### src/rtl/bsrx_pkg.sv
`timescale 1ns/1ps
package bsrx_pkg;
    localparam int WORD_W = 8;
    localparam int HALF_W = WORD_W / 2;
    localparam int BIT_W  = $clog2(WORD_W);
    typedef logic [WORD_W-1:0] word_t;
endpackage

### src/rtl/bsrx_sck.sv
`timescale 1ns/1ps
module bsrx_sck #(
    parameter int DIV_HALF = 2
) (
    input  logic clk,
    input  logic rst_n,
    input  logic run,
    input  logic ext_sel,
    input  logic ext_sck,
    output logic sck_out,
    output logic rise
);
    localparam int CW = $clog2(DIV_HALF + 1);

    typedef struct packed {
        logic [1:0]    sync;
        logic          prev;
        logic          sck;
        logic          rise;
        logic [CW-1:0] cnt;
    } sck_state_t;

    sck_state_t s_d, s_q;

    always_comb begin
        s_d      = s_q;
        s_d.sync = {s_q.sync[0], ext_sck};
        s_d.prev = s_q.sync[1];
        s_d.rise = 1'b0;
        if (!run) begin
            s_d.cnt = '0;
            s_d.sck = 1'b0;
        end else if (ext_sel) begin
            s_d.cnt  = '0;
            s_d.sck  = 1'b0;
            s_d.rise = s_q.sync[1] & ~s_q.prev;
        end else if (s_q.cnt == CW'(DIV_HALF - 1)) begin
            s_d.cnt  = '0;
            s_d.sck  = ~s_q.sck;
            s_d.rise = ~s_q.sck;
        end else begin
            s_d.cnt = s_q.cnt + CW'(1);
        end
    end

    always_ff @(posedge clk or negedge rst_n) begin
        if (!rst_n) s_q <= '0;
        else        s_q <= s_d;
    end

    assign sck_out = s_q.sck;
    assign rise    = s_q.rise;

    // a stalled engine drives the serial clock low
    p_stall_low_r4: assert property (@(posedge clk) disable iff (!rst_n)
        !run |=> !sck_out);
    // no sample strobe while the engine is stopped
    p_no_rise_idle_r1: assert property (@(posedge clk) disable iff (!rst_n)
        !run |=> !rise);
endmodule

### src/rtl/bsrx_buf.sv
`timescale 1ns/1ps
module bsrx_buf
    import bsrx_pkg::*;
#(
    parameter int DEPTH = 8,
    localparam int AW = $clog2(DEPTH)
) (
    input  logic          clk,
    input  logic          rst_n,
    input  logic          clr,
    input  logic          we,
    input  logic [AW-1:0] widx,
    input  word_t         wdata,
    input  logic [AW-1:0] raddr,
    output word_t         rdata
);
    word_t slot_d [DEPTH];
    word_t slot_q [DEPTH];

    for (genvar g = 0; g < DEPTH; g++) begin : g_slot
        always_comb begin
            slot_d[g] = slot_q[g];
            if (clr)                         slot_d[g] = '0;
            else if (we && widx == AW'(g))   slot_d[g] = wdata;
        end
        always_ff @(posedge clk or negedge rst_n) begin
            if (!rst_n) slot_q[g] <= '0;
            else        slot_q[g] <= slot_d[g];
        end
        // clearing empties each slot
        p_clear_r9: assert property (@(posedge clk) disable iff (!rst_n)
            clr |=> (slot_q[g] == '0));
        // a write lands in the addressed slot
        p_write_r2: assert property (@(posedge clk) disable iff (!rst_n)
            (we && !clr && widx == AW'(g)) |=> (slot_q[g] == $past(wdata)));
    end

    assign rdata = (32'(raddr) < DEPTH) ? slot_q[raddr] : '0;
endmodule

### src/rtl/bsync_rx.sv
`timescale 1ns/1ps
module bsync_rx
    import bsrx_pkg::*;
#(
    parameter int DIV_HALF = 2,
    parameter int DEPTH    = 8,
    localparam int AW = $clog2(DEPTH)
) (
    input  logic          clk,
    input  logic          rst_n,
    input  logic          start_en,
    input  logic          inhibit,
    input  logic          word8,
    input  logic          ext_sel,
    input  logic          ext_sck,
    input  logic          ser_in,
    input  logic          cnt_wr,
    input  logic [AW-1:0] cnt_val,
    input  logic          rd_en,
    input  logic [AW-1:0] rd_addr,
    output logic [7:0]    rd_data,
    output logic          sck_out,
    output logic          busy,
    output logic          irq
);
    typedef struct packed {
        logic             busy;
        logic             stop;
        logic             hold;
        logic             full;
        logic             irq;
        logic             start_q;
        logic             mode8;
        logic [AW-1:0]    wr_idx;
        logic [AW-1:0]    cnt;
        logic [BIT_W-1:0] bit_cnt;
        word_t            shreg;
        word_t            pend;
    } rx_state_t;

    rx_state_t s_d, s_q;

    logic          rise;
    logic          run;
    logic          buf_clr;
    logic          store_req;
    word_t         store_word;
    word_t         word_now;
    word_t         rd_word;
    logic [BIT_W-1:0] last_bit;

    assign run = s_q.busy & ~s_q.hold;

    bsrx_sck #(.DIV_HALF(DIV_HALF)) u_sck (
        .clk     (clk),
        .rst_n   (rst_n),
        .run     (run),
        .ext_sel (ext_sel),
        .ext_sck (ext_sck),
        .sck_out (sck_out),
        .rise    (rise)
    );

    always_comb begin
        last_bit = s_q.mode8 ? BIT_W'(WORD_W - 1) : BIT_W'(HALF_W - 1);
        if (s_q.mode8) word_now = {s_q.shreg[WORD_W-2:0], ser_in};
        else           word_now = word_t'({s_q.shreg[HALF_W-2:0], ser_in});
    end

    always_comb begin
        s_d        = s_q;
        s_d.irq    = 1'b0;
        s_d.start_q = start_en;
        buf_clr    = 1'b0;
        store_req  = 1'b0;
        store_word = word_now;

        if (rd_en) s_d.full = 1'b0;

        if (start_en && !s_q.start_q && !s_q.busy) begin
            s_d.busy    = 1'b1;
            s_d.stop    = 1'b0;
            s_d.hold    = 1'b0;
            s_d.full    = 1'b0;
            s_d.wr_idx  = '0;
            s_d.bit_cnt = '0;
        end else if (s_q.busy) begin
            if (!start_en && s_q.start_q) begin
                if (s_q.bit_cnt == '0 && !s_q.hold) s_d.busy = 1'b0;
                else                               s_d.stop = 1'b1;
            end
            if (s_q.hold) begin
                if (rd_en) begin
                    store_req  = 1'b1;
                    store_word = s_q.pend;
                    s_d.hold   = 1'b0;
                    if (s_d.stop) s_d.busy = 1'b0;
                end
            end else if (rise) begin
                if (s_q.bit_cnt == last_bit) begin
                    s_d.bit_cnt = '0;
                    if (s_q.full && !rd_en) begin
                        if (ext_sel) begin
                            s_d.busy = 1'b0;
                            s_d.stop = 1'b0;
                        end else begin
                            s_d.hold = 1'b1;
                            s_d.pend = word_now;
                        end
                    end else begin
                        store_req = 1'b1;
                        if (s_d.stop) s_d.busy = 1'b0;
                    end
                end else begin
                    s_d.shreg   = {s_q.shreg[WORD_W-2:0], ser_in};
                    s_d.bit_cnt = s_q.bit_cnt + BIT_W'(1);
                end
            end
        end

        if (store_req) begin
            if (s_q.wr_idx == s_q.cnt) begin
                s_d.full   = 1'b1;
                s_d.irq    = 1'b1;
                s_d.wr_idx = '0;
            end else begin
                s_d.wr_idx = s_q.wr_idx + AW'(1);
            end
        end

        if (word8 != s_q.mode8) begin
            s_d.mode8   = word8;
            buf_clr     = 1'b1;
            s_d.wr_idx  = '0;
            s_d.full    = 1'b0;
            s_d.bit_cnt = '0;
        end

        if (inhibit) begin
            s_d.busy    = 1'b0;
            s_d.stop    = 1'b0;
            s_d.hold    = 1'b0;
            s_d.bit_cnt = '0;
        end

        if (cnt_wr && (!s_q.busy || (s_q.hold && !ext_sel))) s_d.cnt = cnt_val;
    end

    always_ff @(posedge clk or negedge rst_n) begin
        if (!rst_n) s_q <= '0;
        else        s_q <= s_d;
    end

    bsrx_buf #(.DEPTH(DEPTH)) u_buf (
        .clk   (clk),
        .rst_n (rst_n),
        .clr   (buf_clr),
        .we    (store_req),
        .widx  (s_q.wr_idx),
        .wdata (store_word),
        .raddr (rd_addr),
        .rdata (rd_word)
    );

    assign rd_data = rd_word;
    assign busy    = s_q.busy;
    assign irq     = s_q.irq;

    // the interrupt lasts a single cycle
    p_irq_pulse_r3: assert property (@(posedge clk) disable iff (!rst_n)
        irq |=> !irq);
    // inhibit ends reception at the next edge
    p_inhibit_r8: assert property (@(posedge clk) disable iff (!rst_n)
        inhibit |=> !busy);
    // a start edge while idle raises busy
    p_busy_rise_r11: assert property (@(posedge clk) disable iff (!rst_n)
        (start_en && !s_q.start_q && !busy && !inhibit) |=> busy);
    // a wait only exists inside a session and keeps the clock low
    p_hold_busy_r4: assert property (@(posedge clk) disable iff (!rst_n)
        s_q.hold |-> busy);
    p_hold_sck_r4: assert property (@(posedge clk) disable iff (!rst_n)
        (s_q.hold && !rd_en && !inhibit) |=> !sck_out);
endmodule

### config.mk
export PLATFORM = sky130hd
export DESIGN_NAME = bsync_rx
export DESIGN_NICKNAME = d
export VERILOG_FILES = /design/src/rtl/bsrx_pkg.sv /design/src/rtl/bsrx_sck.sv /design/src/rtl/bsrx_buf.sv /design/src/rtl/bsync_rx.sv
export SDC_FILE = /design/constraint.sdc
export NUM_CORES = 1
export LEC_CHECK = 0
export BUFFER_PORTS_ARGS = -buffer_cell sky130_fd_sc_hd__buf_2
export CAP_MARGIN = 20
export CORE_AREA = 2 2 95 97
export CTS_BUF_LIST = sky130_fd_sc_hd__clkbuf_8
export CTS_CLUSTER_DIAMETER = 40
export CTS_CLUSTER_SIZE = 12
export DETAILED_ROUTE_END_ITERATION = 10
export DIE_AREA = 0 0 97 99
export PLACE_DENSITY = 0.83
export REMOVE_ABC_BUFFERS = 1
export SLEW_MARGIN = 40
export SYNTH_ARGS = -nofsm -noshare
export SYNTH_HDL_FRONTEND = slang
export SYNTH_HIERARCHICAL = 1
export SYNTH_SLANG_ARGS = --single-unit
### constraint.sdc
create_clock -name clk -period 4.3 [get_ports clk]
set_clock_uncertainty 0.15 [all_clocks]
set_input_delay 0.43 -clock clk [delete_from_list [all_inputs] [get_ports clk]]
set_output_delay 0.43 -clock clk [all_outputs]
set_load 0.03 [all_outputs]
# [Yosys cells after proc, flatten, opt, wreduce, memory -nomap -nowiden]
# Cells that the tools add are included.
[classes] bitwise_logic=9 shift=0 n_lt_le_gt_ge=1 multipliers=0 eq_ne=13 add_sub_neg=3 n_reduce_logical=39 div=0 muxes=79
[op_table] operator="$mux W8" count=27
[op_table] operator="$mux W19" count=3
[op_table] operator="$mux W3" count=14
[op_table] operator="$bmux W8 S3" count=1
[op_table] operator="$mux W1" count=23
[op_table] operator="$mux W2" count=10
[op_table] operator="$reduce_bool A2 Y1" count=8
[op_table] operator="$logic_and A1 B1 Y1" count=15
[op_table] operator="$eq A3 B3 Y1 const B" count=4
[op_table] operator="$reduce_bool A4 Y1" count=2
[op_table] operator="$reduce_and A7 Y1" count=1
[op_table] operator="$add A3 B1 Y3 const B" count=2
[op_table] operator="$eq A3 B2 Y1 const B" count=2
[op_table] operator="$eq A3 B3 Y1" count=2
[op_table] operator="$logic_not A1 Y1" count=6
[op_table] operator="$logic_not A3 Y1" count=2
[op_table] operator="$not A1 Y1" count=6
[op_table] operator="$reduce_bool A3 Y1" count=2
[op_table] operator="$reduce_and A5 Y1" count=1
[op_table] operator="$ge A4 B4 Y1 const B" count=1
[op_table] operator="$mux W4" count=1
[op_table] operator="$ne A4 B2 Y1 const B" count=1
[op_table] operator="$not A3 Y4" count=1
[op_table] operator="$eq A3 B1 Y1 const B" count=1
[op_table] operator="7 further kinds" count=8
[totals] regBits=103 latchBits=0 rom_bits=0 in_bits=16 n_memories=0 ramBits=0

# [Depth between registers and ports, before layout]
# Gate-level depths: netlist (run 1).
[logic_depth] word_depth=14 mapped_depth=9 mapped_depth_nobuf=7

# [Modules after synthesis]
# Netlist (run 1), hierarchy kept.
[modules_own_cells] mod="bsrx_buf" instances=1 area_each_um2=3219.3 cells_each=301
[modules_own_cells] mod="bsync_rx" instances=1 area_each_um2=1622.8 cells_each=158
[modules_own_cells] mod="bsrx_sck" instances=1 area_each_um2=242.7 cells_each=17

# [Worst setup path before layout (run 1)]
# OpenSTA, ideal clock, no wires.
[synth_path] path_type="reg2reg" from="reg s_q, in the netlist busy" to="reg u_buf/slot_q[40] in the netlist's numbering" required_ps=4018 path_stages_with_launch=10 setup_time_ps=132 period_less_slack_ps=2441 t_arrival_ps=2159 setup_slack_ps=1859 n_path_buf=3 cell_sequence="dfrtp_1 buf_6 nor2b_1 nand4_1 nand2_1 buf_2 nor4bb_1 buf_2 mux2i_1 nor2_1"
[synth_between] elab_chain_len=5 word_cells_on_any_way=10 classes_between="mux: 6; reduce/logical: 4"
[synth_lines] item="start: declaration" line_no="bsync_rx.sv:41" source="rx_state_t s_d, s_q;"
[synth_lines] item="start signal: assignment" line_no="bsync_rx.sv:150" source="if (!rst_n) s_q <= '0;"
[synth_lines] item="start signal: assignment" line_no="bsync_rx.sv:151" source="else s_q <= s_d;"
[synth_lines] item="$logic_not A1 Y1" line_no="bsync_rx.sv:80" source="if (start_en && !s_q.start_q && !s_q.busy) begin"
[synth_lines] item="$logic_and A1 B1 Y1" line_no="bsync_rx.sv:80"
[synth_lines] item="$mux W1 *" line_no="bsync_rx.sv:80"
[synth_lines] item="named net store_req" line_no="bsync_rx.sv:46" source="logic store_req;"
[synth_lines] item="$logic_and A1 B1 Y1 *" line_no="bsrx_buf.sv:24" source="else if (we && widx == AW'(g)) slot_d[g] = wdata;"
[synth_lines] item="$reduce_bool A2 Y1 (no line) *"
[synth_lines] item="end signal: indexed assignment" line_no="bsrx_buf.sv:28" source="else slot_q[g] <= slot_d[g];"
[synth_lines] item="end: declaration" line_no="bsrx_buf.sv:18" source="word_t slot_q [DEPTH];"
# The timed path passes the listed nets; every way through them passes the cells marked *. The select of a mux whose other input is x is not followed.
# A chain may end at the register's enable or synchronous reset.

# [Final worst setup path (run 1)]
[layout_path] from="reg s_q[25] in the netlist's numbering" to="reg u_buf/slot_q[51] in the netlist's numbering"
[layout_between] elab_chain_len=9 word_cells_on_any_way=12 classes_between="eq/ne: 2; mux: 8; reduce/logical: 2"
[layout_lines] item="$mux W3" line_no="bsync_rx.sv:65" source="last_bit = s_q.mode8 ? BIT_W'(WORD_W - 1) : BIT_W'(HALF_W - 1);"
[layout_lines] item="$eq A3 B3 Y1" line_no="bsync_rx.sv:100" source="if (s_q.bit_cnt == last_bit) begin"
[layout_lines] item="$mux W1" line_no="bsync_rx.sv:100"
[layout_lines] item="$mux W1" line_no="bsync_rx.sv:99" source="end else if (rise) begin"
[layout_lines] item="$mux W1" line_no="bsync_rx.sv:92" source="if (s_q.hold) begin"
[layout_lines] item="$mux W1" line_no="bsync_rx.sv:87" source="end else if (s_q.busy) begin"
[layout_lines] item="$mux W1" line_no="bsync_rx.sv:80"
[layout_lines] item="named net store_req" line_no="bsync_rx.sv:46"
[layout_lines] item="$logic_and A1 B1 Y1" line_no="bsrx_buf.sv:24"
[layout_lines] item="$reduce_bool A2 Y1 (no line)"
# The timed path passes the listed nets, and every way through them passes these cells.

==> impl_metrics.csv, run 1 <==
group,metric,value,unit
outcome,status,"finished, final reports clean",
clocking,cts_root_buf,"clkbuf_8",
logic_synthesis,syn_avg_cell_area,10.7,sq um
power_and_ir_drop,power_density,300,mW/mm^2
floorplan,rows,34,
global_routing,grt_pass1_vias,3682,
layout,fin_cells,593,
timing,hold_viol,0,
layout,seq_area,0.00255,sq mm
layout,final_nets,499,
worst_hold_path,hold_depth,1,
logic_synthesis,synthArstFlopShare,100,%
detailed_routing,vias_per_cell,6.11,
logic_synthesis,postSynthCellCount,476,
floorplan,io_pins,27,
layout,n_antenna_cell,0,
place,dp_cells,576,
layout,layout_common_cells,"107 x nand2_1, 102 x dfrtp_1, 47 x a21oi_1",
floorplan,die_h,99,um
logic_synthesis,netlist_area,0.00508,sq mm
layout,drive_gt1_share,16.9,%
clocking,cts_buffer_depth,2,
clocking,cts_made_buffers,9,
timing,finalSetupTns,0,ns
detailed_routing,drt-total-wl,10.6,mm
clocking,cts_num_sinks,102,
logic_synthesis,yosys_register_bits,102,
worst_setup_path,reg2reg_slack,1.67,ns
global_routing,grt_use_total,23.5,%
worst_hold_path,hold_path.startpoint,"ext_sck",
logic_synthesis,synth-main-ff-cell,"dfrtp_1",
detailed_routing,drtIter0Drc,235,
run,drv_cap,0,
power_and_ir_drop,p_leak,2.39,nW
global_routing,grt_pass1_wl,18.1,mm
global_routing,grt_max_degree,72,
layout,multi_input_area,0.00235,sq mm
layout,area_growth,6.55,%
logic_synthesis,seq_area_frac_synth,50.2,%
logic_synthesis,synth_edf_count,0,
floorplan,core_area,0.00855,sq mm
layout,num-fill-cells,657,
clocking,path_clk_slew,0.09,ns
worst_setup_path,critPathArrivalTime,2.70,ns
place,place_congestion,0.909,
clocking,cts_tree,"done",
place,hpwl,7.13,mm
worst_setup_path,r2r_start,"s_q[25]$_DFFE_PN0P_",
worst_setup_path,end_kind,"flop",
logic_synthesis,yosys_warnings,6,
clocking,h-tree-depth,3,
worst_setup_path,r2r_cells,7,
floorplan,initial_core_util,59.5,%
timing,setup_viol,0,
detailed_routing,num_vias,3626,
power_and_ir_drop,peakVddDrop,0.174,mV
timing,report.final.slew_viol_count,0,
timing,post-route-period-util,61.2,%
place,place_area,0.00523,sq mm
clocking,worstSkewPairLatency,0.36,ns
detailed_routing,wire_per_inst,17.9,um
layout,final_common_cell,"nand2_1",
worst_setup_path,worstPathRequired,4.37,ns
global_routing,antenna_found_initial,0,
worst_setup_path,path_max_fanout,13,
worst_setup_path,r2r-end,"u_buf/slot_q[51]$_DFFE_PN0P_",
timing,rsz0062_at_grt,"false",
worst_setup_path,path_class,"reg -> reg",
detailed_routing,drcViolationCount,0,
timing,timing.fmax,0.380,GHz
worst_hold_path,hp-class,"in -> reg",
logic_synthesis,ys_types,54,
detailed_routing,firstDrtPassIters,4,
detailed_routing,drt.antenna.violating_nets,0,
worst_setup_path,cp-start-kind,"flop",
timing,slew_headroom,53.5,%
global_routing,overflow,0,
floorplan,die_area,0.00960,sq mm
timing,tightestPinTransition,0.693,ns
clocking,post_cts_resized,0,
worst_hold_path,hold_end,"u_sck/s_d[6]$_DFF_PN0_",
floorplan,die_x,97,um
place,port_buffers,26,
layout,final_area,0.00542,sq mm
timing,final.min_clock_period,2.63,ns
==> per-stage QoR <==
stage               total power [W]  util [%]  hold slack (ns)  setup slack, ns
detailed placement          0.00110      61.1            0.186             1.69
floorplan                   0.00104         -          -0.0156            0.748
global placement            0.00110      61.1            0.182             1.81
CTS                         0.00164      63.3          0.00109             1.68
global route                0.00169      63.4          0.00721             1.45
finish                      0.00163      63.4           0.0178             1.67
==> cell usage after synthesis (5+ instances only) <==
cell	instances	area, sq um
a21oi_1	47	235
buf_2	9	45.0
mux2i_1	24	240
nand2_1	107	402
mux4_1	15	394
dfrtp_1	102	2550
inv_1	5	18.8
o21ai_0	11	55.1
mux2_2	20	225
nor2_1	32	120
clkbuf_1	23	86.3
==> per-layer routing <==
| metal | global-route usage (%) | wire [um] | vias to the layer above |
|---|---|---|---|
| met5 | 0 | 0 | - |
| met4 | 11.3 | 244 | 0 |
| met3 | 4.47 | 683 | 25 |
| met2 | 38.4 | 5290 | 122 |
| met1 | 30.6 | 4380 | 1812 |
| li1 | - | - | 1667 |
==> worst max-delay path, cell delays in order, from the launching register on <==
cell and delay (ns):
dfrtp_1 0.54, xnor2_2 0.39, nand4_1 0.21, nand2_1 0.30, nor4bb_2 0.34, buf_4 0.27, mux2i_1 0.24, nor2_1 0.05
==> registers in the layout, summed over array words and instances (netlist names) <==
register,count
u_buf/slot_q,64
s_q,29
u_sck/s_q,3
u_sck/s_d,2
busy,1
irq,1
u_sck/rise,1
u_sck/sck_out,1
==> worst max path at each step <==
stage / from / endpoint / slack (ns)
floorplan: s_q[25]$_DFFE_PN0P_ / s_q[28]$_DFF_PN0_ / 0.75
global placement: s_q[25]$_DFFE_PN0P_ / u_buf/slot_q[22]$_DFFE_PN0P_ / 1.81
detailed placement: s_q[25]$_DFFE_PN0P_ / u_buf/slot_q[51]$_DFFE_PN0P_ / 1.69
CTS: s_q[25]$_DFFE_PN0P_ / u_buf/slot_q[51]$_DFFE_PN0P_ / 1.68
global route: s_q[25]$_DFFE_PN0P_ / u_buf/slot_q[58]$_DFFE_PN0P_ / 1.45
finish: s_q[25]$_DFFE_PN0P_ / u_buf/slot_q[51]$_DFFE_PN0P_ / 1.67
==> kinds of logic after synthesis <==
kind of cell / Yosys count / share of synthesized area (%)
multiplexers: 62 / 17.8
flip-flops: 102 / 50.2
AO/OA/AOI/OAI: 75 / 8.49
XOR/XNOR: 6 / 1.18
adder cells (fa/ha/maj): 3 / 0.738
buffers and inverters: 44 / 4.38
AND/OR/NAND/NOR: 184 / 17.2
==> report_power, final <==
part	switching [W]	total, W	internal [W]
Clock	0.000319	0.000544	0.000224
Combinational	0.0000731	0.000106	0.0000329
Sequential	0.00000867	0.000976	0.000968
Total	0.000401	0.00163	0.00122
==> area by class of cell <==
cell class / instances / area share (%)
Sequential cell: 102 / 47.1
Clock buffer: 10 / 2.54
Tap cell: 108 / 2.49
Clock inverter: 6 / 0.693
Multi-Input combinational cell: 330 / 43.4
Timing Repair Buffer: 32 / 3.39
Inverter: 5 / 0.346
==> repair_timing <==
action                    4_1_cts  5_1_grt
hold endpoints to repair       70        0
setup buffers                   0        0
hold buffers                    1        0
(Power assumes the default switching activity.)
==> run 2: changes to the inputs <==
--- a/config.mk
+++ b/config.mk
@@ -7,13 +7,13 @@
 export LEC_CHECK = 0
 export BUFFER_PORTS_ARGS = -buffer_cell sky130_fd_sc_hd__buf_2
 export CAP_MARGIN = 20
-export CORE_AREA = 2 2 95 97
+export CORE_AREA = 2 2 98 100
 export CTS_BUF_LIST = sky130_fd_sc_hd__clkbuf_8
 export CTS_CLUSTER_DIAMETER = 40
 export CTS_CLUSTER_SIZE = 12
 export DETAILED_ROUTE_END_ITERATION = 10
-export DIE_AREA = 0 0 97 99
-export PLACE_DENSITY = 0.83
+export DIE_AREA = 0 0 100 102
+export PLACE_DENSITY = 0.82
 export REMOVE_ABC_BUFFERS = 1
 export SLEW_MARGIN = 40
 export SYNTH_ARGS = -nofsm -noshare
==> constraint.sdc (replaced) <==
create_clock -name clk -period 2.41 [get_ports clk]
set_clock_uncertainty 0.15 [all_clocks]
set_input_delay 0.241 -clock clk [delete_from_list [all_inputs] [get_ports clk]]
set_output_delay 0.241 -clock clk [all_outputs]
set_load 0.03 [all_outputs]
==> run 2 against run 1 <==
  * Sequential share of layout area shrank 2.4 points
  * Die area rose by 6.2%
  * Core utilization down 0.63 points
  * Global-route usage down 0.44 points
  * Critical path type unchanged
  * Critical endpoint is now u_buf/slot_q[41]$_DFFE_PN0P_
  * Largest cell class unchanged
  * Largest power group unchanged
==> impl_metrics.csv, run 2 (synthesis gave the netlist of run 1 again) <==
group,metric,value,unit
power_and_ir_drop,p_int,0.00232,W
clocking,cts_made_buffers,9,
power_and_ir_drop,p_sw,0.000737,W
clocking,cts_root_buf,"clkbuf_8",
worst_setup_path,worst-path-buf-inv,1,
place,dp_cells,594,
layout,largest_reg_flops,64,
global_routing,antenna_found_initial,0,
worst_setup_path,cp_slowest_cell,"dfrtp_1",
place,port_buffers,26,
layout,n_antenna_cell,0,
global_routing,top_usage_layer,"met2",
worst_setup_path,path_class,"reg -> reg",
global_routing,use_met3,4.31,%
floorplan,die_h,102,um
global_routing,grt_use_total,23.1,%
global_routing,grt_use_met2,38.4,%
detailed_routing,num_vias,3666,
layout,num-fill-cells,725,
clocking,h-tree-depth,3,
outcome,status,"finished, final reports clean",
layout,utilization,62.7,%
layout,multi_input_area,0.00235,sq mm
timing,post-route-period-util,94.0,%
clocking,path_clk_slew,0.09,ns
worst_setup_path,crit_chain,"ha_2, and2_4, nand4_1, nand2_2, nor4bb_2, buf_4, mux2i_1, nor2_1",
power_and_ir_drop,power_density,535,mW/mm^2
floorplan,io_pins,27,
timing,timing.fmax,0.441,GHz
worst_setup_path,critPathArrivalTime,2.37,ns
clocking,cts_num_sinks,102,
layout,layout_common_cells,"106 x nand2_1, 102 x dfrtp_1, 47 x a21oi_1",
power_and_ir_drop,comb_power_share,7.7,%
floorplan,die_x,100,um
clocking,worstSkewPairLatency,0.37,ns
timing,tightestPinTransition,0.663,ns
floorplan,core_area,0.00911,sq mm
floorplan,initial_core_util,55.8,%
place,place_congestion,0.880,
floorplan,rows,35,
power_and_ir_drop,peakVddDrop,0.306,mV
layout,fin_cells,622,
timing,report.final.slew_viol_count,0,
power_and_ir_drop,total_power,0.00306,W
run,drv_cap,0,
detailed_routing,drtIter0Drc,201,
timing,rsz0062_at_grt,"false",
worst_setup_path,cp-start-kind,"flop",
timing,final.min_clock_period,2.27,ns
global_routing,overflow,0,
layout,seq_area,0.00255,sq mm
detailed_routing,drt-total-wl,11.0,mm
layout,drive_gt1_share,20.2,%
power_and_ir_drop,p_leak,2.54,nW
place,hpwl,7.64,mm
power_and_ir_drop,p_clk_share,35.4,%
clocking,cts_tree,"done",
detailed_routing,vias_per_cell,5.89,
worst_hold_path,hp-class,"in -> reg",
layout,largest_register,"u_buf/slot_q",
place,preCtsSetupSlack,0.0209,ns
global_routing,grt_pass1_wl,18.2,mm
global_routing,grt_max_degree,71,
global_routing,grt_pass1_vias,3622,
layout,area_growth,12.4,%
timing,slew_headroom,55.5,%
clocking,cts_buffer_depth,2,
floorplan,die_area,0.0102,sq mm
power_and_ir_drop,pwr-share-seq,56.9,%
timing,worst_slack,0.145,ns
worst_setup_path,worstPathRequired,2.51,ns
detailed_routing,drcViolationCount,0,
global_routing,met1_usage,30.6,%
worst_setup_path,crit_family,"simple AND/OR/NAND/NOR gates",
layout,largestRegisters,"u_buf/slot_q x64, s_q x29, u_sck/s_q x3",
detailed_routing,wire_per_inst,17.7,um
timing,hold_viol,0,
layout,final_common_cell,"nand2_1",
timing,setup_viol,0,
detailed_routing,firstDrtPassIters,4,
layout,final_nets,526,
power_and_ir_drop,swShare,24.1,%
worst_setup_path,critical-path-max-stage-delay,0.40,ns
detailed_routing,drt.antenna.violating_nets,0,
worst_setup_path,path_max_fanout,8,
worst_setup_path,end_kind,"flop",
-- run 2: per-layer routing --
layer  routed length, um  vias up
met2                5490      103
met3                 592       20
met1                4680     1821
met5                   0        -
met4                 257        0
li1                    -     1722
-- run 2: power groups by stage --
stage               clock (W)  sequential (W)  combinational, W
global placement            0         0.00177          0.000219
global route          0.00118         0.00174          0.000258
finish                0.00108         0.00174          0.000236
CTS                   0.00111         0.00174          0.000238
detailed placement          0         0.00177          0.000227
floorplan                   0         0.00177         0.0000898
-- run 2: worst paths after layout --
check / start / end / slack, ns / depth (start not counted)
setup reg to reg: s_q[17]$_DFFE_PN0P_ / u_buf/slot_q[41]$_DFFE_PN0P_ / 0.14 / 8
setup / recovery: s_q[17]$_DFFE_PN0P_ / u_buf/slot_q[41]$_DFFE_PN0P_ / 0.14 / 8
hold / removal: ext_sel / u_sck/rise$_DFF_PN0_ / 0.07 / 3
min in group asynchronous: rst_n / u_buf/slot_q[0]$_DFFE_PN0P_ / 0.19 / 2
max in group asynchronous: rst_n / u_buf/slot_q[25]$_DFFE_PN0P_ / 1.21 / 3
hold reg to reg: u_sck/s_d[6]$_DFF_PN0_ / u_sck/s_d[4]$_DFF_PN0_ / 0.21 / 0
-- run 2: final cells by class --
class / instances / share of cell area (%)
clock buffer: 10 / 2.41
clock inverter: 5 / 1.03
inverter: 5 / 0.328
multi-input combinational: 330 / 41.2
sequential: 102 / 44.7
tap: 111 / 2.43
timing repair buffer: 59 / 7.93
-- run 2: what timing repair did --
item | in CTS | in global routing
buffers inserted | 0 | 4
endpoints found under the setup margin | 1 | 50
resized for setup | 2 | 1
pin swaps | 0 | 1
hold endpoints to repair | 45 | 0
hold buffers | 9 | 0
-- run 2: per-stage QoR --
stage | setup TNS, ns | cell area, sq um | hold WS, ns
after CTS | 0 | 5680 | 0.0595
final | 0 | 5710 | 0.0667
after global routing | 0 | 5710 | 0.0923
after floorplan | -69.00 | 4880 | -0.205
after global placement | 0 | 5390 | 0.0503
after detailed placement | 0 | 5390 | 0.0631
-- run 2: worst register-to-register path, delay by kind of cell, from the launching register on --
family | cells | cell delay (ns)
and+or+nand+nor | 5 | 0.87
buffers and inverters | 1 | 0.24
DFF | 1 | 0.40
muxes | 1 | 0.23
adders and majority gates | 1 | 0.25
==> run 3: changes to the inputs <==
--- a/config.mk
+++ b/config.mk
@@ -7,13 +7,13 @@
 export LEC_CHECK = 0
 export BUFFER_PORTS_ARGS = -buffer_cell sky130_fd_sc_hd__buf_2
 export CAP_MARGIN = 20
-export CORE_AREA = 2 2 98 100
+export CORE_AREA = 2 2 100 102
 export CTS_BUF_LIST = sky130_fd_sc_hd__clkbuf_8
 export CTS_CLUSTER_DIAMETER = 40
 export CTS_CLUSTER_SIZE = 12
 export DETAILED_ROUTE_END_ITERATION = 10
-export DIE_AREA = 0 0 100 102
-export PLACE_DENSITY = 0.82
+export DIE_AREA = 0 0 102 104
+export PLACE_DENSITY = 0.79
 export REMOVE_ABC_BUFFERS = 1
 export SLEW_MARGIN = 40
 export SYNTH_ARGS = -nofsm -noshare
==> constraint.sdc (replaced) <==
create_clock -name clk -period 2.41 [get_ports clk]
set_clock_uncertainty 0.15 [all_clocks]
set_input_delay 0.1205 -clock clk [delete_from_list [all_inputs] [get_ports clk]]
set_output_delay 0.1205 -clock clk [all_outputs]
set_load 0.03 [all_outputs]
==> run 3 against run 2 <==
  * Setup slack better by 0.023 ns
  * Global-route usage decreased by 1.5 points
  * Wire length is 3.8% lower
  * Via count increased by 0.30%
  * Design area rose by 0.13%
  * Sequential share of layout area down 0.059 points
  * Hold slack improved by 0.053 ns
  * Core utilization is 2.8 points lower
  * Critical path type unchanged
  * Count of clock-buffer cells in the layout decreased by 1
  * Maximum frequency is 1.0% higher
  * Largest cell class unchanged
  * Flip-flop and latch count did not move
  * Power down 0.75%
  * Highest routed layer unchanged
  * Largest power group unchanged
==> impl_metrics.csv, run 3 (synthesis gave the netlist of run 1 again) <==
group,metric,value,unit
outcome,status,"finished, final reports clean",
floorplan,rows,36,
layout,n_antenna_cell,0,
worst_setup_path,startpoint,"s_q[17]$_DFFE_PN0P_",
place,place_congestion,0.911,
worst_setup_path,worstPathRequired,2.51,ns
place,port_buffers,26,
layout,final_area,0.00572,sq mm
worst_setup_path,end_kind,"flop",
clocking,cts_num_sinks,102,
layout,final_nets,524,
detailed_routing,drt-total-wl,10.6,mm
clocking,cts_made_buffers,9,
clocking,worstSkewPairLatency,0.37,ns
detailed_routing,wire_per_inst,16.5,um
global_routing,use_met3,5.17,%
global_routing,grt_pass1_wl,18.1,mm
global_routing,grt_use_total,21.6,%
clocking,path_clk_slew,0.10,ns
layout,largest_register,"u_buf/slot_q",
timing,finalSetupTns,0,ns
worst_setup_path,cp-start-kind,"flop",
timing,final.min_clock_period,2.24,ns
worst_setup_path,r2r-end,"u_buf/slot_q[63]$_DFFE_PN0P_",
layout,largest_reg_flops,64,
worst_setup_path,path_max_fanout,8,
layout,layout_common_cells,"106 x nand2_1, 102 x dfrtp_1, 47 x a21oi_1",
place,place_area,0.00539,sq mm
clocking,cts_tree,"done",
clocking,cts_buffer_depth,2,
detailed_routing,num_vias,3677,
global_routing,top_usage_layer,"met2",
timing,timing.fmax,0.446,GHz
power_and_ir_drop,p_leak,2.51,nW
floorplan,die_area,0.0106,sq mm
worst_setup_path,crit_path_end,"u_buf/slot_q[63]$_DFFE_PN0P_",
timing,slew_headroom,56.2,%
power_and_ir_drop,peakVddDrop,0.344,mV
detailed_routing,drcViolationCount,0,
layout,largestRegisters,"u_buf/slot_q x64, s_q x29, u_sck/s_q x3",
detailed_routing,firstDrtPassIters,5,
floorplan,io_pins,27,
global_routing,antenna_found_initial,0,
place,hpwl,7.38,mm
floorplan,die_h,104,um
floorplan,initial_core_util,53.2,%
layout,area_growth,12.5,%
worst_setup_path,critPathArrivalTime,2.34,ns
layout,drive_gt1_share,19.4,%
clocking,cts_root_buf,"clkbuf_8",
timing,hold_viol,0,
worst_setup_path,cp_slowest_cell,"or4b_1",
timing,report.final.slew_viol_count,0,
global_routing,grt_pass1_vias,3739,
layout,final_common_cell,"nand2_1",
worst_setup_path,r2r_start,"s_q[17]$_DFFE_PN0P_",
worst_setup_path,path_class,"reg -> reg",
run,drv_cap,0,
timing,post-route-period-util,93.0,%
floorplan,die_x,102,um
worst_hold_path,hp-class,"in -> async",
detailed_routing,drtIter0Drc,183,
global_routing,grt_use_met2,35.7,%
timing,whs,0.120,ns
worst_setup_path,critical-path-max-stage-delay,0.62,ns
power_and_ir_drop,power_density,530,mW/mm^2
clocking,h-tree-depth,3,
global_routing,grt_max_degree,65,
floorplan,core_area,0.00955,sq mm
worst_setup_path,r2r_cells,7,
global_routing,met1_usage,27.9,%
worst_setup_path,crit_chain,"ha_2, and2_1, nand4_1, nand2_2, or4b_1, nand2_1, a21oi_1",
timing,setup_viol,0,
timing,tightestPinTransition,0.653,ns
worst_setup_path,reg2reg_slack,0.17,ns
global_routing,overflow,0,
detailed_routing,vias_per_cell,5.73,
detailed_routing,drt.antenna.violating_nets,0,
-- run 3: worst min path at each step --
stage | from | endpoint | slack (ns) | depth (start not counted)
detailed placement | rst_n | u_buf/slot_q[4]$_DFFE_PN0P_ | 0.008 | 1
global placement | rst_n | u_buf/slot_q[4]$_DFFE_PN0P_ | 0.004 | 1
floorplan | rst_n | busy$_DFF_PN0_ | -0.33 | 0
global route | cnt_wr | s_q[19]$_DFFE_PN0P_ | 0.15 | 3
CTS | rd_en | irq$_DFF_PN0_ | 0.12 | 3
finish | rst_n | u_buf/slot_q[4]$_DFFE_PN0P_ | 0.12 | 2
-- run 3: routing by layer --
metal / part of all wire [%] / vias up
li1: - / 1715
met1: 43 / 1811
met2: 49 / 127
met3: 5.5 / 24
met4: 2.1 / 0
met5: 0 / -
-- run 3: critical path, delay by kind of cell, from the launching register on --
kind	cells	cell delay, ns
and+or+nand+nor	5	1.30
adders and majority gates	1	0.23
DFF	1	0.38
AOI/OAI and AO/OA	1	0.07
-- run 3: final cells by class --
type                            count  area, sq um
Inverter                            5         18.8
Fill cell                         793         3830
Tap cell                          133          166
Clock buffer                        9          124
Timing Repair Buffer               57          419
Multi-Input combinational cell    330         2370
Clock inverter                      6         71.3
Sequential cell                   102         2550
-- run 3: what timing repair did --
item	CTS	global route
buffers inserted	0	1
setup endpoints to repair	0	59
hold endpoints to repair	60	0
hold buffers	10	0
resized for setup	0	5
-- run 3: stage by stage --
| stage | power (W) | worst slack (ns) | cells | utilization (%) |
|---|---|---|---|---|
| after floorplan | 0.00186 | -1.14 | 437 | - |
| after global placement | 0.00198 | 0.187 | 616 | 56.5 |
| after detailed placement | 0.00199 | 0.0950 | 616 | 56.5 |
| after CTS | 0.00307 | 0.0946 | 641 | 59.6 |
| after global routing | 0.00315 | -0.00774 | 642 | 59.9 |
| final | 0.00303 | 0.168 | 642 | 59.9 |
-- run 3: power breakdown --
group          internal [W]  switching, W  leakage (nW)
registers           0.00173     0.0000120          1.41
logic             0.0000813      0.000141          1.02
clock network      0.000481      0.000592        0.0919
total               0.00229      0.000746          2.51
